--- config.mk ---
export PLATFORM = sky130hd
export DESIGN_NAME = lvl_irq_ctrl
export DESIGN_NICKNAME = d
export VERILOG_FILES = /design/src/rtl/irqc_pkg.sv /design/src/rtl/irqc_sync.sv /design/src/rtl/irqc_regs.sv /design/src/rtl/irqc_route.sv /design/src/rtl/lvl_irq_ctrl.sv
export SDC_FILE = /design/constraint.sdc
export NUM_CORES = 1
export LEC_CHECK = 0
export BUFFER_PORTS_ARGS = -buffer_cell sky130_fd_sc_hd__buf_2
export CAP_MARGIN = 10
export CORE_ASPECT_RATIO = 0.75
export CORE_MARGIN = 10
export CORE_UTILIZATION = 60
export DETAILED_ROUTE_END_ITERATION = 10
export GPL_TIMING_DRIVEN = 0
export PLACE_DENSITY_LB_ADDON = 0.3
export RECOVER_POWER = 25
export SLEW_MARGIN = 15
export SYNTH_ARGS = -nofsm -noshare
export SYNTH_HDL_FRONTEND = slang
export SYNTH_SLANG_ARGS = --single-unit
--- constraint.sdc ---
create_clock -name clk -period 3.1 [get_ports clk]
set_input_delay 0.465 -clock clk [delete_from_list [all_inputs] [get_ports clk]]
set_output_delay 0.465 -clock clk [all_outputs]
set_load 0.01 [all_outputs]
--- src/rtl/irqc_pkg.sv ---
package irqc_pkg;
    localparam int ADDR_W = 8;
    localparam int DATA_W = 32;
    localparam int N_OUT  = 2;
    localparam int GATE_BIT = DATA_W - 1;

    localparam logic [ADDR_W-1:0] OFS_STAT0 = 8'h00;
    localparam logic [ADDR_W-1:0] OFS_STAT1 = 8'h04;
    localparam logic [ADDR_W-1:0] OFS_ROUTE = 8'h20;
    localparam logic [ADDR_W-1:0] OFS_RAW   = 8'h30;
    localparam logic [ADDR_W-1:0] OFS_ENSET = 8'h34;
    localparam logic [ADDR_W-1:0] OFS_ENCLR = 8'h38;

    typedef enum logic [2:0] {
        SEL_NONE, SEL_STAT0, SEL_STAT1, SEL_ROUTE, SEL_RAW, SEL_ENSET, SEL_ENCLR
    } sel_e;

    typedef struct packed {
        logic [DATA_W-1:0] raw;
        logic [DATA_W-1:0] en;
        logic [DATA_W-1:0] route;
    } irq_view_t;

    function automatic sel_e decode(input logic [ADDR_W-1:0] a);
        case (a)
            OFS_STAT0: return SEL_STAT0;
            OFS_STAT1: return SEL_STAT1;
            OFS_ROUTE: return SEL_ROUTE;
            OFS_RAW:   return SEL_RAW;
            OFS_ENSET: return SEL_ENSET;
            OFS_ENCLR: return SEL_ENCLR;
            default:   return SEL_NONE;
        endcase
    endfunction
endpackage

--- src/rtl/irqc_sync.sv ---
module irqc_sync #(
    parameter int W = 32
) (
    input  logic         clk,
    input  logic         rst,
    input  logic [W-1:0] d,
    output logic [W-1:0] q
);
    logic [W-1:0] stage1;
    logic [W-1:0] stage2;

    always_ff @(posedge clk) begin
        if (rst) begin
            stage1 <= '0;
            stage2 <= '0;
        end else begin
            stage1 <= d;
            stage2 <= stage1;
        end
    end

    assign q = stage2;
endmodule

--- src/rtl/irqc_regs.sv ---
module irqc_regs
    import irqc_pkg::*;
#(
    parameter int W = DATA_W
) (
    input  logic         clk,
    input  logic         rst,
    input  logic         wr,
    input  sel_e         sel,
    input  logic [W-1:0] wdata,
    output logic [W-1:0] en_q,
    output logic [W-1:0] route_q
);
    always_ff @(posedge clk) begin
        if (rst) begin
            en_q    <= '0;
            route_q <= '0;
        end else if (wr) begin
            case (sel)
                SEL_ENSET: en_q    <= en_q | wdata;
                SEL_ENCLR: en_q    <= en_q & ~wdata;
                SEL_ROUTE: route_q <= wdata;
                default: ;
            endcase
        end
    end

    // every written one is set afterwards
    p_set_hits_r2: assert property (@(posedge clk) disable iff (rst)
        (wr && sel == SEL_ENSET) |=> ((en_q & $past(wdata)) == $past(wdata)));
    // bits written as zero keep their value
    p_set_keeps_r2: assert property (@(posedge clk) disable iff (rst)
        (wr && sel == SEL_ENSET) |=> ((en_q & ~$past(wdata)) == ($past(en_q) & ~$past(wdata))));
    // every written one is cleared afterwards
    p_clr_hits_r3: assert property (@(posedge clk) disable iff (rst)
        (wr && sel == SEL_ENCLR) |=> ((en_q & $past(wdata)) == '0));
    // unmapped writes change nothing
    p_unmapped_wr_r9: assert property (@(posedge clk) disable iff (rst)
        (wr && sel == SEL_NONE) |=> ($stable(en_q) && $stable(route_q)));
endmodule

--- src/rtl/irqc_route.sv ---
module irqc_route
    import irqc_pkg::*;
#(
    parameter int W    = DATA_W,
    parameter int NO   = N_OUT,
    parameter int GBIT = W - 1
) (
    input  irq_view_t            view,
    output logic [NO-1:0][W-1:0] status,
    output logic [NO-1:0]        req
);
    localparam int SEL_W = (NO > 1) ? $clog2(NO) : 1;

    logic gate;
    assign gate = view.en[GBIT];

    for (genvar o = 0; o < NO; o++) begin : g_out
        logic [W-1:0] mine;
        always_comb begin
            for (int b = 0; b < W; b++) begin
                mine[b] = (SEL_W'(view.route[b]) == SEL_W'(o));
            end
        end
        assign status[o] = view.raw & view.en & mine;
        assign req[o]    = gate & (|status[o]);
    end
endmodule

--- src/rtl/lvl_irq_ctrl.sv ---
module lvl_irq_ctrl
    import irqc_pkg::*;
(
    input  logic              clk,
    input  logic              rst,
    input  logic [DATA_W-1:0] irq_src,
    input  logic [ADDR_W-1:0] bus_addr,
    input  logic              bus_wr,
    input  logic [DATA_W-1:0] bus_wdata,
    input  logic              bus_rd,
    output logic [DATA_W-1:0] bus_rdata,
    output logic [N_OUT-1:0]  irq_req
);
    sel_e                          sel;
    logic [DATA_W-1:0]             raw_q;
    logic [DATA_W-1:0]             en_q;
    logic [DATA_W-1:0]             route_q;
    irq_view_t                     view;
    logic [N_OUT-1:0][DATA_W-1:0]  status;

    assign sel = decode(bus_addr);

    irqc_sync #(.W(DATA_W)) u_sync (
        .clk(clk), .rst(rst), .d(irq_src), .q(raw_q)
    );

    irqc_regs #(.W(DATA_W)) u_regs (
        .clk(clk), .rst(rst), .wr(bus_wr), .sel(sel), .wdata(bus_wdata),
        .en_q(en_q), .route_q(route_q)
    );

    assign view = '{raw: raw_q, en: en_q, route: route_q};

    irqc_route #(.W(DATA_W), .NO(N_OUT), .GBIT(GATE_BIT)) u_route (
        .view(view), .status(status), .req(irq_req)
    );

    always_ff @(posedge clk) begin
        if (rst) begin
            bus_rdata <= '0;
        end else if (bus_rd) begin
            case (sel)
                SEL_STAT0: bus_rdata <= status[0];
                SEL_STAT1: bus_rdata <= status[1];
                SEL_ROUTE: bus_rdata <= route_q;
                SEL_RAW:   bus_rdata <= raw_q;
                SEL_ENSET: bus_rdata <= en_q;
                default:   bus_rdata <= '0;
            endcase
        end else begin
            bus_rdata <= '0;
        end
    end

    // global gate blocks both outputs
    p_gate_blocks_r4: assert property (@(posedge clk) disable iff (rst)
        !en_q[GATE_BIT] |-> (irq_req == '0));
    // a raised output has a pending, enabled source routed to it
    p_out1_source_r5: assert property (@(posedge clk) disable iff (rst)
        irq_req[1] |-> ((raw_q & en_q & route_q) != '0));
    p_out0_source_r5: assert property (@(posedge clk) disable iff (rst)
        irq_req[0] |-> ((raw_q & en_q & ~route_q) != '0));
    // no read strobe, no data
    p_idle_zero_r10: assert property (@(posedge clk) disable iff (rst)
        !bus_rd |=> (bus_rdata == '0));
    // unmapped and clear-strobe reads return zero
    p_blank_read_r9: assert property (@(posedge clk) disable iff (rst)
        (bus_rd && (sel == SEL_NONE || sel == SEL_ENCLR)) |=> (bus_rdata == '0));
endmodule

==> results.cfg <==
[critical_path]
setup.reg_to_reg.worst_slack_ns = 1.68
critPathKind = flip-flop to primary output
cp.arrival_ns = 1.98
worstPathRequired_ns = 2.63
critical_path.reg2reg.endpoint = bus_rdata[0]
startpoint_of_the_lowest_slack_register_to_register_path = u_regs.route_q[0]
critical_path_peak_fanout = 5
critPathLaunchType = flip-flop
setup.worst_path.end_class = primary output
reg2regPathDepth = 4

[global_route]
first_global_vias = 6163
top_usage_layer = met2
maximum_number_of_pins_on_one_net_before_global_route_repair = 19
grt.total_usage_pct = 27.5
grt_antenna_before_repair = 0
groute.layer.met3.usage_pct = 7.35
grt_util_met2_pct = 40.8
overflow = 0
grt_first_pass_wirelength_mm = 35.0
grt_use_met1_pct = 37.8

[cells_and_area]
area_growth_from_synthesis_to_final_layout_pct = 18.7
multi_input_area_um2 = 3250
layout.area.seq_um2 = 3200
nNetsFinal = 914
num_antenna_cells = 0
layout-drive-gt1-share_pct = 16.3
number_of_fillers_in_the_final_layout = 814

[yosys]
yosysUniqueCellTypes = 43
postSynthNetCount = 789
avgSynthCellArea_um2 = 9.43
synth_top_area_share_pct = 47.7
synth_enable_flop_cells = 0
yosysWarningCount = 0
post-synth-top-area-cell = dfxtp_1
seq_area_frac_synth_pct = 47.7
cell_types_occupying_the_most_area_after_synthesis = dfxtp_1, nor2b_1, mux2i_1
synthesis.area_um2 = 6720
yosys.cell_count.top_type = dfxtp_1
synth_async_sr_flop_share_pct = 0
predominant_post_synthesis_flop_cell = dfxtp_1
syn-instance-count = 713
post_synth_most_frequent_cells = dfxtp_1, nor2b_1, nor2_1, nand3_1, a21oi_1
synth-seq-cells = 160

[pwr]
cellPowerDensity_nw_per_um2 = 560
clkPwrFrac_pct = 47.1
p_leak_nw = 2.85
power.sequential.fraction_pct = 47.4
internal_power_mw = 3.30
p_sw_share_pct = 26.1
power_frac_comb_pct = 5.5
worst_ir_drop_vdd_mv = 0.490
power.net_switching_mw = 1.17

[floorplan]
start_util_pct = 61.4
fp.coreArea_um2 = 10900
chipWidth_um = 142
die_span_in_y_um = 112
placement_rows = 33
boundaryPins = 110
total_die_area_um2 = 15900

[timing]
post-route-period-util_pct = 79.0
rsz_0062_raised_after_global_routing = no
worst_slew_pin_slew_ns = 0.857
setup_ws_ns = 0.651
setup-tns-final_ns = 0
slew_headroom_pct = 42.1
max_freq_ghz = 0.408
report.final.hold_viol_count = 0
setup_viol = 0
timing.clock.skew_ns = 0.00880
finalCriticalPeriod_ns = 2.45
count_of_final_max_slew_check_failures = 0

[drt]
routed_wire_length_per_instance_um = 22.5
detailroute.via_count = 6359
drt.antenna.violating_nets = 0
initialDrtViolationCount = 907
route.detailed.drc = 0
postRouteWirelength_mm = 22.3
first_pass_iters = 7
drt-vias-per-instance = 6.42

[clock_network]
cts_tree = built
cts.clk_slew.worst_paths_ns = 0.07
clkLatencyLatePin_ns = 0.43
cts-htree-levels = 4
cts-root-to-sink-buffers = 2
cts_repair_resize_count = 0
cts-buffers-inserted = 17
post_cts_hold_buffer_count = 0
cts_root_buffer = clkbuf_16
cts.sink_count = 160
number_of_buffers_inserted_by_post_cts_setup_repair = 0

[min_path]
hold_depth = 2
min_delay_worst_type = input port to flip-flop
hold_path_start = irq_src[14]
min_to = u_sync.stage1[14]

[placement]
io_buffer_count = 106
gp_congestion = 0.967
worst_case_setup_slack_after_placement_ns = 0.644
hpwlAfterDp_mm = 16.5

[outcome]
status = complete, no violations

[job]
timing.max_cap.violations = 0
per-layer routing:
layer	routed length [um]	part of all wire [%]
met1	9210	41
met5	0	0
met3	2790	12
met2	9790	44
met4	531	2.4
critical path, stage by stage, from the launching register on:
cell	delay, ns
dfxtp_1	0.41
nand3b_1	0.31
o2111ai_1	0.22
nor4_1	0.31
a31oi_1	0.15
buf_2	0.18
cells in the final DEF (no fill, tap or decap), types with 23 or more instances in the layout:
cell and n:
mux2i_1 33, a21oi_1 44, dfxtp_1 160, buf_2 89, a31o_1 27, nand2_1 33, nor2_1 61, xnor2_1 23
clkbuf_1 65, nand2b_1 34, nand3_1 45, nor2b_1 64
power groups by stage:
stage	Combinational, mW	Clock, mW	Sequential, mW
after floorplan	0.128	0	2.16
after global placement	0.228	0	2.16
after detailed placement	0.236	0	2.17
after CTS	0.238	2.10	2.12
after global routing	0.263	2.18	2.12
final	0.244	2.10	2.12
worst max-delay path by stage:
stage / startpoint / end / slack [ns] / depth (start not counted)
3_5_place_dp: bus_addr[2] / flip-flop / 0.64 / 5
5_1_grt: u_regs.route_q[3] / irq_req[0] / 0.64 / 5
6_report: u_regs.route_q[5] / irq_req[0] / 0.65 / 5
4_1_cts: u_regs.route_q[5] / irq_req[0] / 0.71 / 5
2_1_floorplan: bus_addr[2] / u_regs.route_q[11] / 1.28 / 6
3_3_place_gp: bus_addr[2] / flip-flop / 0.66 / 5
metrics by stage:
stage | hold WS, ns | utilization [%] | instance area [um2] | std cells | total power [mW]
2_1_floorplan | 0.414 | - | 6720 | 713 | 2.28
3_3_place_gp | 0.418 | 67.9 | 7430 | 959 | 2.39
3_5_place_dp | 0.426 | 67.9 | 7430 | 959 | 2.40
4_1_cts | 0.240 | 73.3 | 8020 | 991 | 4.46
5_1_grt | 0.244 | 72.9 | 7980 | 991 | 4.56
6_report | 0.244 | 72.9 | 7980 | 991 | 4.47
cell families after synthesis:
logic type | share of synthesized area [%]
buffers and inverters | 3.93
flip-flops | 47.7
AND/OR/NAND/NOR | 22.2
AO/OA/AOI/OAI | 18.0
XOR/XNOR | 3.26
multiplexers | 4.92
final cells by class:
cell class | instances | share of cell area, %
clock buffers | 18 | 5.50
inverters | 5 | 0.235
plain buffers | 53 | 3.04
flip-flops and latches | 160 | 40.1
repair buffers | 106 | 6.12
well taps | 140 | 2.20
clock inverters | 14 | 1.99
multi-input cells | 495 | 40.8
(Power assumes the default switching activity.)
